**src/rtl/frame_copy_pkg.sv**
```systemverilog
package frame_copy_pkg;
  localparam int FC_PTR_W  = 64;
  localparam int FC_NAR_W  = 32;
  localparam int FC_DATA_W = 64;
  localparam int FC_SIZE_W = 4;
  localparam int FC_HALF_W = 16;

  typedef enum logic [1:0] {
    OPW_16  = 2'd0,
    OPW_32  = 2'd1,
    OPW_64  = 2'd2,
    OPW_32B = 2'd3
  } opw_e;

  typedef enum logic [2:0] {
    S_IDLE  = 3'd0,
    S_STEP  = 3'd1,
    S_READ  = 3'd2,
    S_WRITE = 3'd3,
    S_LAST  = 3'd4,
    S_PUSH  = 3'd5
  } fc_state_e;

  // operand size in bytes for a mode code
  function automatic logic [FC_SIZE_W-1:0] opw_bytes(opw_e m);
    case (m)
      OPW_16:  return FC_SIZE_W'(2);
      OPW_64:  return FC_SIZE_W'(8);
      default: return FC_SIZE_W'(4);
    endcase
  endfunction

  // narrow modes keep only the low pointer bits
  function automatic logic [FC_PTR_W-1:0] ptr_fold(logic [FC_PTR_W-1:0] p, opw_e m);
    if (m == OPW_64) return p;
    return {{(FC_PTR_W-FC_NAR_W){1'b0}}, p[FC_NAR_W-1:0]};
  endfunction

  // lower a pointer by one operand, wrapping at the mode's width
  function automatic logic [FC_PTR_W-1:0] ptr_step(logic [FC_PTR_W-1:0] p, opw_e m);
    logic [FC_PTR_W-1:0] dec;
    dec = {{(FC_PTR_W-FC_SIZE_W){1'b0}}, opw_bytes(m)};
    return ptr_fold(p - dec, m);
  endfunction

  // pointer to memory address
  function automatic logic [FC_PTR_W-1:0] form_addr(logic [FC_PTR_W-1:0] p,
                                                    logic [FC_PTR_W-1:0] base,
                                                    logic [FC_NAR_W-1:0] mask,
                                                    opw_e m);
    if (m == OPW_64) return p;
    return base + {{(FC_PTR_W-FC_NAR_W){1'b0}}, p[FC_NAR_W-1:0] & mask};
  endfunction

  // clip a data word to the operand size
  function automatic logic [FC_DATA_W-1:0] data_fit(logic [FC_DATA_W-1:0] d, opw_e m);
    case (m)
      OPW_16:  return {{(FC_DATA_W-FC_HALF_W){1'b0}}, d[FC_HALF_W-1:0]};
      OPW_64:  return d;
      default: return {{(FC_DATA_W-FC_NAR_W){1'b0}}, d[FC_NAR_W-1:0]};
    endcase
  endfunction
endpackage

```
**src/rtl/frame_copy_fsm.sv**
```systemverilog
module frame_copy_fsm
  import frame_copy_pkg::*;
#(
  parameter int LVL_W = 4
) (
  input  logic             clk,
  input  logic             rst_n,
  input  logic             start,
  input  logic [LVL_W-1:0] level,
  input  logic             rd_fire,
  input  logic             wr_fire,
  output fc_state_e        st,
  output logic             load_ev,
  output logic             step_ev,
  output logic             last_ev,
  output logic             done
);
  fc_state_e        st_q, st_d;
  logic [LVL_W-1:0] left_q;
  logic             multi;

  assign multi = (level > LVL_W'(1));
  assign st    = st_q;

  always_comb begin
    st_d    = st_q;
    load_ev = 1'b0;
    step_ev = 1'b0;
    last_ev = 1'b0;
    case (st_q)
      S_IDLE: if (start) begin
        load_ev = 1'b1;
        st_d    = multi ? S_STEP : S_LAST;
      end
      S_STEP: begin
        step_ev = 1'b1;
        st_d    = S_READ;
      end
      S_READ:  if (rd_fire) st_d = S_WRITE;
      S_WRITE: if (wr_fire) st_d = (left_q == LVL_W'(1)) ? S_LAST : S_STEP;
      S_LAST: begin
        last_ev = 1'b1;
        st_d    = S_PUSH;
      end
      S_PUSH:  if (wr_fire) st_d = S_IDLE;
      default: st_d = S_IDLE;
    endcase
  end

  always_ff @(posedge clk) begin
    if (!rst_n) begin
      st_q   <= S_IDLE;
      left_q <= '0;
      done   <= 1'b0;
    end else begin
      st_q <= st_d;
      done <= (st_q == S_PUSH) && wr_fire;
      if (load_ev)
        left_q <= multi ? level - LVL_W'(1) : '0;
      else if ((st_q == S_WRITE) && wr_fire)
        left_q <= left_q - LVL_W'(1);
    end
  end
endmodule

```
**src/rtl/frame_copy_ptrs.sv**
```systemverilog
module frame_copy_ptrs
  import frame_copy_pkg::*;
(
  input  logic                clk,
  input  logic                rst_n,
  input  logic                load_ev,
  input  logic                step_ev,
  input  logic                last_ev,
  input  opw_e                mode_in,
  input  opw_e                mode_q,
  input  logic [FC_PTR_W-1:0] sp_in,
  input  logic [FC_PTR_W-1:0] fp_in,
  output logic [FC_PTR_W-1:0] sp_q,
  output logic [FC_PTR_W-1:0] fp_q
);
  always_ff @(posedge clk) begin
    if (!rst_n) begin
      sp_q <= '0;
      fp_q <= '0;
    end else if (load_ev) begin
      sp_q <= ptr_step(sp_in, mode_in);
      fp_q <= ptr_fold(fp_in, mode_in);
    end else if (step_ev) begin
      sp_q <= ptr_step(sp_q, mode_q);
      fp_q <= ptr_step(fp_q, mode_q);
    end else if (last_ev) begin
      sp_q <= ptr_step(sp_q, mode_q);
    end
  end
endmodule

```
**src/rtl/frame_copy_mem.sv**
```systemverilog
module frame_copy_mem
  import frame_copy_pkg::*;
(
  input  fc_state_e              st,
  input  opw_e                   mode_q,
  input  logic [FC_PTR_W-1:0]    sp_q,
  input  logic [FC_PTR_W-1:0]    fp_q,
  input  logic [FC_PTR_W-1:0]    base_q,
  input  logic [FC_NAR_W-1:0]    mask_q,
  input  logic [FC_DATA_W-1:0]   tmp_q,
  input  logic [FC_DATA_W-1:0]   copy_q,
  output logic                   rd_req,
  output logic [FC_PTR_W-1:0]    rd_addr,
  output logic                   wr_req,
  output logic [FC_PTR_W-1:0]    wr_addr,
  output logic [FC_DATA_W-1:0]   wr_data,
  output logic [FC_SIZE_W-1:0]   mem_bytes
);
  always_comb begin
    rd_req    = (st == S_READ);
    wr_req    = (st == S_WRITE) || (st == S_PUSH);
    rd_addr   = form_addr(fp_q, base_q, mask_q, mode_q);
    wr_addr   = form_addr(sp_q, base_q, mask_q, mode_q);
    wr_data   = (st == S_PUSH) ? data_fit(tmp_q, mode_q) : copy_q;
    mem_bytes = opw_bytes(mode_q);
  end
endmodule

```
**src/rtl/frame_copy_seq.sv**
```systemverilog
module frame_copy_seq
  import frame_copy_pkg::*;
#(
  parameter int LVL_W = 4
) (
  input  logic                 clk,
  input  logic                 rst_n,
  input  logic                 start,
  input  logic [LVL_W-1:0]     level,
  input  logic [1:0]           mode,
  input  logic [FC_PTR_W-1:0]  sp_in,
  input  logic [FC_PTR_W-1:0]  fp_in,
  input  logic [FC_PTR_W-1:0]  seg_base,
  input  logic [FC_NAR_W-1:0]  sp_mask,
  input  logic [FC_DATA_W-1:0] tmp_val,
  output logic                 rd_req,
  output logic [FC_PTR_W-1:0]  rd_addr,
  input  logic                 rd_ready,
  input  logic [FC_DATA_W-1:0] rd_data,
  output logic                 wr_req,
  output logic [FC_PTR_W-1:0]  wr_addr,
  output logic [FC_DATA_W-1:0] wr_data,
  input  logic                 wr_ready,
  output logic [FC_SIZE_W-1:0] mem_bytes,
  output logic                 done,
  output logic [FC_PTR_W-1:0]  sp_out
);
  fc_state_e             st;
  opw_e                  mode_in, mode_q;
  logic                  load_ev, step_ev, last_ev;
  logic                  rd_fire, wr_fire;
  logic [FC_PTR_W-1:0]   sp_q, fp_q, base_q;
  logic [FC_NAR_W-1:0]   mask_q;
  logic [FC_DATA_W-1:0]  tmp_q, copy_q;

  assign mode_in = opw_e'(mode);
  assign rd_fire = rd_req && rd_ready;
  assign wr_fire = wr_req && wr_ready;
  assign sp_out  = sp_q;

  always_ff @(posedge clk) begin
    if (!rst_n) begin
      mode_q <= OPW_16;
      base_q <= '0;
      mask_q <= '0;
      tmp_q  <= '0;
      copy_q <= '0;
    end else begin
      if (load_ev) begin
        mode_q <= mode_in;
        base_q <= seg_base;
        mask_q <= sp_mask;
        tmp_q  <= tmp_val;
      end
      if (rd_fire) copy_q <= data_fit(rd_data, mode_q);
    end
  end

  frame_copy_fsm #(.LVL_W(LVL_W)) fsm_i (
    .clk(clk), .rst_n(rst_n), .start(start), .level(level),
    .rd_fire(rd_fire), .wr_fire(wr_fire), .st(st),
    .load_ev(load_ev), .step_ev(step_ev), .last_ev(last_ev), .done(done)
  );

  frame_copy_ptrs ptrs_i (
    .clk(clk), .rst_n(rst_n), .load_ev(load_ev), .step_ev(step_ev),
    .last_ev(last_ev), .mode_in(mode_in), .mode_q(mode_q),
    .sp_in(sp_in), .fp_in(fp_in), .sp_q(sp_q), .fp_q(fp_q)
  );

  frame_copy_mem mem_i (
    .st(st), .mode_q(mode_q), .sp_q(sp_q), .fp_q(fp_q), .base_q(base_q),
    .mask_q(mask_q), .tmp_q(tmp_q), .copy_q(copy_q),
    .rd_req(rd_req), .rd_addr(rd_addr), .wr_req(wr_req), .wr_addr(wr_addr),
    .wr_data(wr_data), .mem_bytes(mem_bytes)
  );
endmodule

```
**config.mk**
```make
export PLATFORM = sky130hd
export DESIGN_NAME = frame_copy_seq
export DESIGN_NICKNAME = d
export VERILOG_FILES = /design/src/rtl/frame_copy_pkg.sv /design/src/rtl/frame_copy_fsm.sv /design/src/rtl/frame_copy_ptrs.sv /design/src/rtl/frame_copy_mem.sv /design/src/rtl/frame_copy_seq.sv
export SDC_FILE = /design/constraint.sdc
export NUM_CORES = 1
export LEC_CHECK = 0
export BUFFER_PORTS_ARGS = -buffer_cell sky130_fd_sc_hd__buf_2
export CORE_MARGIN = 4
export CORE_UTILIZATION = 35
export CTS_CLUSTER_DIAMETER = 80
export DETAILED_ROUTE_END_ITERATION = 10
export MAX_ROUTING_LAYER = met4
export PLACE_DENSITY_LB_ADDON = 0.15
export SLEW_MARGIN = 20
export SYNTH_ARGS = -nofsm -noshare
export SYNTH_HDL_FRONTEND = slang
export SYNTH_SLANG_ARGS = --single-unit
```
**constraint.sdc**
```tcl
create_clock -name clk -period 4.1 [get_ports clk]
set_clock_uncertainty 0.2 [all_clocks]
set_input_delay 0.205 -clock clk [delete_from_list [all_inputs] [get_ports clk]]
set_output_delay 0.205 -clock clk [all_outputs]
set_load 0.05 [all_outputs]
```
==> metrics.yaml, run 1 <==
clock_network:
  clk_pin_slew_worst_paths_ns: 0.07
  clock-sinks: 362
  cts_made_buffers: 46
  h-tree-depth: 2
  clk_path_buf_depth: 3
  clkLatencyLatePin_ns: 0.61
  clockRootBuffer: "clkbuf_16"
  cts_tree: "yes"
critical_path:
  crit_path_top_delay_cell: "or4_4"
  worstPathArrival_ns: 3.86
  slowest_delay_ns: 0.43
  start_kind: "register"
  rrSetupSlack_ns: 0.20
  startpoint: "mask_q[0]"
  crit_path_end_kind: "output pin"
  r2r_cells: 14
  cp_top_family: "compound AO/OA/AOI/OAI gates"
  path_cells: "buf_6, and2_4, ha_4, inv_2, fa_2, nor2b_4, o31ai_4, a21oi_2, a41o_1, nand4_1, a21oi_2, o41ai_4, buf_6, or4_4, a31oi_4, buf_12"
  required_ns: 3.69
  reg2reg_from: "mode_q[1]"
  path_class: "register to output pin"
  cp_max_fo: 6
  reg2reg_to: "ptrs_i.fp_q[25]"
  path_buf_inv: 4
synth:
  synth-compound-area-share: 0.2552
  syn_inst: 3569
  mappedNetlistNets: 4014
  synth_xor_area_frac: 0.05024
  yosys_warnings: 0
  yosysUniqueCellTypes: 81
  synth_edf_count: 0
  synthArstFlopShare: 0
  muxShareOfSynthArea: 0.01145
  synthSimpleGateAreaFrac: 0.2968
  synth_fa_ha_area_frac: 0.04327
  ys.flop_type: "dfxtp_1"
  synth_top_family_by_area: "simple AND/OR/NAND/NOR gates"
  ys_seq_area_frac: 0.2948
  synth_area_um2: 24580
  synth_seq_cells: 362
  synth.avg_cell_area_um2: 6.887
pwr:
  power_density_nw_per_um2: 409.9
  switching_power_mw: 6.707
  pwr-share-clk: 0.283
  switching_share: 0.4313
  peakVddDrop_v: 0.0003059
  p_int_mw: 8.845
  power_frac_seq: 0.275
  power_mw: 15.55
  combPwrFrac: 0.442
  p_leak_nw: 15.56
floorplan:
  core.rowCount: 96
  core_area_um2: 69070
  die-area_um2: 74530
  die_w_um: 273.0
  die_y_um: 273.0
  io_pins: 626
  start_util: 0.3559
cells_and_area:
  mostFrequentLayoutCells: "nand2_1 (733), buf_2 (550), a21oi_1 (485)"
  syn2layout_area_growth_pct: 54.37
  layout.nets: 5056
  n_fill_cell: 6604
  drive_above_1_share: 0.2665
  final_common_cell: "nand2_1"
route:
  drc_errors: 0
  via_count: 31470
  vias_per_cell: 5.631
  drtIter0Drc: 3436
  wire_per_inst_um: 22.68
  postRouteAntennaNets: 0
  drt_first_pass_iters: 9
  routed_wirelength_um: 126700
place:
  dpl.hpwl_um: 93790
  port_buffers: 624
  gp_routability_congestion: 0.9705
  preCtsSetupSlack_ns: -0.03069
global_route:
  overflow: 0
  busiest_layer: "met2"
  grt_use_total: 0.3285
  grtUsageMet3: 0.06743
  grt_util_met1: 0.4448
  grt_max_degree: 104
  grt_use_met2: 0.4884
  antenna_found_initial: 7
  grt_pass1_vias: 29570
  grt_pass1_wl_um: 184400
timing:
  drv_slew: 0
  finalSetupViolCount: 25
  hold_violations: 0
  fin_ws_ns: -0.1674
  period_needed_ns: 4.267
  min_period_over_period: 1.041
  fmax_mhz: 234.3
  rsz0062_at_grt: "yes"
  tightest_slew_ns: 1.024
  max_slew_margin: 0.3109
  fin_setup_tns_ns: -1.974
hold_path:
  hp-start: "sp_in[8]"
  holdPathStages: 5
  hold_path_class: "input pin to register"
  worst_hold_path.endpoint: "ptrs_i.sp_q[8]"
job:
  maxCapViolCount: 0
status:
  violations: "negative setup slack"
  outcome: "finished with violations"
worst max path at each step:
stage,end,cells after the start,slack (ns)
floorplan,wr_addr[40],12,-0.15
global placement,rd_addr[42],18,0.06
detailed placement,rd_addr[42],18,-0.03
CTS,rd_addr[52],18,-0.25
global route,wr_addr[46],16,-0.27
finish,wr_addr[46],16,-0.17
state kept, by name, indices dropped and copies added, names as in the netlist:
register,flops
fsm_i.left_q,4
copy_q,64
mask_q,32
ptrs_i.fp_q,64
tmp_q,64
base_q,64
mode_q,2
ptrs_i.sp_q,64
fsm_i.done,1
fsm_i.st,3
tightest hold or removal path, stage by stage:
cell and delay (ns):
buf_2 0.14, xnor2_1 0.09, o32ai_1 0.12, a211oi_1 0.10, buf_4 0.15
synth_stat cells (17+ instances only):
cell type / number / area (µm²)
nand2b_1: 25 / 156.4
or4_1: 30 / 225.2
mux2_2: 17 / 191.4
a22oi_1: 23 / 172.7
o31ai_1: 28 / 210.2
a31oi_1: 35 / 219.0
nor3_1: 99 / 495.5
inv_1: 42 / 157.7
dfxtp_1: 362 / 7247
a311oi_1: 33 / 289.0
a21oi_1: 511 / 2557
or3_1: 35 / 219.0
a21o_1: 45 / 337.8
o21ai_0: 224 / 1121
a211oi_1: 34 / 255.2
nand3_1: 128 / 640.6
nor4_1: 40 / 250.2
xnor2_1: 78 / 683.2
nor2b_1: 22 / 137.6
and3_1: 19 / 118.9
ha_1: 77 / 963.4
and2_1: 82 / 513.0
nor2_1: 269 / 1010
xor2_1: 63 / 551.8
clkbuf_1: 236 / 885.9
nand2_1: 742 / 2785
nand4_1: 37 / 231.5
timing repair:
item	CTS	global route
endpoints found under the setup margin	85	97
gates resized for setup	171	232
hold buffers	390	0
gates cloned	2	1
endpoints found under the hold margin	350	0
buffers inserted	20	25
pin swaps	62	65
cell families (layout without fill, tap and decap cells):
family          count (synthesis)  in the layout
buf+inv                       306           1386
fa+ha+maj                      82             82
compound gates               1066           1066
flops                         362            362
other cells                     1              9
mux                            26             26
xor+xnor                      141            141
simple gates                 1585           1585
metal layers:
layer	vias up	routed length (µm)	share of wire
met4	0	5061	0.040
li1	14750	-	-
met2	1565	54780	0.43
met1	14880	54550	0.43
met3	270	12330	0.097
met5	-	0	0
metrics by stage:
step / hold slack [ns] / std cells / utilization / area [µm²]
2_1_floorplan: 0.1188 / 3569 / - / 24820
3_3_place_gp: 0.2392 / 5065 / 0.4396 / 30360
3_5_place_dp: 0.2435 / 5065 / 0.4396 / 30360
4_1_cts: 0.001038 / 5563 / 0.5336 / 36850
5_1_grt: 0.06193 / 5585 / 0.5493 / 37940
6_report: 0.03766 / 5588 / 0.5494 / 37950
power groups by stage:
| stage | clock (mW) | sequential (mW) | combinational, mW |
|---|---|---|---|
| 2_1_floorplan | 0 | 4.54 | 3.40 |
| 3_3_place_gp | 0 | 4.30 | 6.15 |
| 3_5_place_dp | 0 | 4.30 | 6.15 |
| 4_1_cts | 4.46 | 4.24 | 6.58 |
| 5_1_grt | 4.61 | 4.31 | 7.24 |
| 6_report | 4.40 | 4.28 | 6.87 |
final cells by class:
| class | instances | area, µm² | area share |
|---|---|---|---|
| sequential | 362 | 7284 | 0.1920 |
| clock inverter | 23 | 320.3 | 0.008441 |
| multi-input combinational | 2901 | 17810 | 0.4692 |
| antenna | 8 | 20.02 | 0.0005276 |
| inverter | 42 | 173.9 | 0.004583 |
| tap | 931 | 1165 | 0.03070 |
| timing repair buffer | 1258 | 9882 | 0.2604 |
| clock buffer | 63 | 1295 | 0.03413 |
(Power assumes the default switching activity.)
==> inputs of run 2 (changes only) <==
--- a/config.mk
+++ b/config.mk
@@ -6,11 +6,12 @@
 export NUM_CORES = 1
 export LEC_CHECK = 0
 export BUFFER_PORTS_ARGS = -buffer_cell sky130_fd_sc_hd__buf_2
+export CELL_PAD_IN_SITES_DETAIL_PLACEMENT = 1
+export CELL_PAD_IN_SITES_GLOBAL_PLACEMENT = 1
 export CORE_MARGIN = 4
-export CORE_UTILIZATION = 35
+export CORE_UTILIZATION = 34
 export CTS_CLUSTER_DIAMETER = 80
 export DETAILED_ROUTE_END_ITERATION = 10
-export MAX_ROUTING_LAYER = met4
 export PLACE_DENSITY_LB_ADDON = 0.15
 export SLEW_MARGIN = 20
 export SYNTH_ARGS = -nofsm -noshare
==> metrics.yaml, run 2 (synthesis results as in run 1) <==
status:
  outcome: "finished with violations"
  violations: "negative setup slack"
place:
  dpl.hpwl_um: 99820
  dpl-instance-area_um2: 30420
  gp_routability_congestion: 0.9566
  preCtsSetupSlack_ns: -0.01710
  port_buffers: 624
critical_path:
  path_class: "register to output pin"
  cp_max_fo: 6
  crit_path_end_kind: "output pin"
  crit_path_top_delay_cell: "or4_4"
  slowest_delay_ns: 0.49
  crit_top_cell: "buf_6"
  required_ns: 3.69
  start_kind: "register"
  path_cells: "buf_6, and2_4, ha_4, inv_2, fa_2, nor2b_4, o31ai_4, a21oi_2, a41o_1, nand4_1, a21oi_4, o41ai_4, buf_6, or4_4, a31oi_4, buf_12"
  worstPathArrival_ns: 4.05
global_route:
  grt_max_degree: 127
  grt_use_total: 0.3491
  antenna_found_initial: 19
  grt_pass1_wl_um: 209200
  grt_pass1_vias: 32890
  overflow: 0
timing:
  hold_violations: 0
  fin_ws_ns: -0.3589
  rsz0062_at_grt: "yes"
  min_period_over_period: 1.088
  fmax_mhz: 224.3
  max_slew_margin: 0.3207
  finalSetupViolCount: 71
  tightest_slew_ns: 1.019
  period_needed_ns: 4.459
  drv_slew: 0
clock_network:
  cts_tree: "yes"
  clkLatencyLatePin_ns: 0.63
  clock-sinks: 362
  h-tree-depth: 2
  clockRootBuffer: "clkbuf_16"
  clk_path_buf_depth: 3
  clk_pin_slew_worst_paths_ns: 0.06
  cts_made_buffers: 47
job:
  maxCapViolCount: 0
route:
  drt_first_pass_iters: 6
  drc_errors: 0
  via_count: 32760
  drtIter0Drc: 2834
  postRouteAntennaNets: 0
  vias_per_cell: 5.824
  routed_wirelength_um: 144000
  wire_per_inst_um: 25.59
cells_and_area:
  layout.nets: 5076
  drive_above_1_share: 0.2747
  final_area_um2: 38340
  syn2layout_area_growth_pct: 55.96
  n_fill_cell: 8825
  mostFrequentLayoutCells: "nand2_1 (733), buf_2 (537), a21oi_1 (479)"
  final_common_cell: "nand2_1"
floorplan:
  die-area_um2: 76660
  start_util: 0.3433
  die_w_um: 276.9
  die_y_um: 276.9
  io_pins: 626
  core.rowCount: 98
  core_area_um2: 71610
hold_path:
  hold_path_class: "input pin to register"
pwr:
  peakVddDrop_v: 0.0003543
  p_leak_nw: 15.65
  power_mw: 15.60
  power_density_nw_per_um2: 407.0
-- run 2: changes by cell type in the layout (fill, tap and decap cells not counted), moves of 5 or more --
| cell | change |
|---|---|
| a21oi_1 | -6 |
| buf_4 | +12 |
| buf_2 | -13 |
| o21ai_2 | +5 |
| o21ai_0 | -8 |
| dlygate4sd3_1 | -9 |
| clkinv_2 | -6 |
| buf_6 | +22 |
| diode_2 | +7 |
-- run 2: timing repair --
action,4_1_cts,5_1_grt
setup endpoints to repair,89,99
cloned,4,1
resized for setup,254,215
endpoints found under the hold margin,351,0
pin swaps,91,122
hold buffers,379,0
buffers inserted,36,33
-- run 2: path summary, 6_finish.rpt --
kind	startpoint	endpoint	slack [ns]	cells past startpoint
setup / recovery	mask_q[0]	wr_addr[62]	-0.36	16
setup reg to reg	mode_q[1]	ptrs_i.fp_q[25]	0.20	14
hold reg to reg	copy_q[61]	copy_q[61]	0.25	2
hold / removal	sp_in[22]	ptrs_i.sp_q[22]	0.06	5
-- run 2: through the flow --
step	hold WS, ns	utilization	std cells	TNS [ns]
after detailed placement	0.2443	0.4248	5090	-0.04578
final	0.06300	0.5354	5625	-10.49
after floorplan	0.1188	-	3569	-0.6102
after global placement	0.2394	0.4248	5090	0
after global routing	0.09583	0.5352	5621	-18.43
after CTS	0.01842	0.5197	5584	-9.858
-- run 2: power breakdown --
group / switching, mW / internal [mW]
Sequential: 0.416 / 3.90
Clock: 1.81 / 2.41
Combinational: 4.72 / 2.36
-- run 2: cell type report --
type / count / area, µm² / share of cell area
clock inverter: 14 / 173.9 / 0.004537
inverter: 42 / 173.9 / 0.004537
multi-input combinational: 2901 / 17960 / 0.4686
clock buffer: 64 / 1330 / 0.03469
antenna: 15 / 37.54 / 0.0009791
tap: 950 / 1189 / 0.03101
sequential: 362 / 7274 / 0.1898
timing repair buffer: 1277 / 10190 / 0.2659
-- run 2: metal layers --
metal / up-vias / track usage / share of wire
met3: 365 / 0.07646 / 0.089
met5: - / 0 / 0.00047
li1: 14790 / - / -
met4: 8 / 0.1487 / 0.049
met1: 16040 / 0.4714 / 0.42
met2: 1558 / 0.5383 / 0.44
-- run 2: critical path: cells and delay by family (launching register included) --
family	cells	cell delay, ns
DFF	1	0.33
adders and majority gates	2	0.52
AOI/OAI and AO/OA	6	1.10
and+or+nand+nor	4	1.01
buffers and inverters	4	0.46
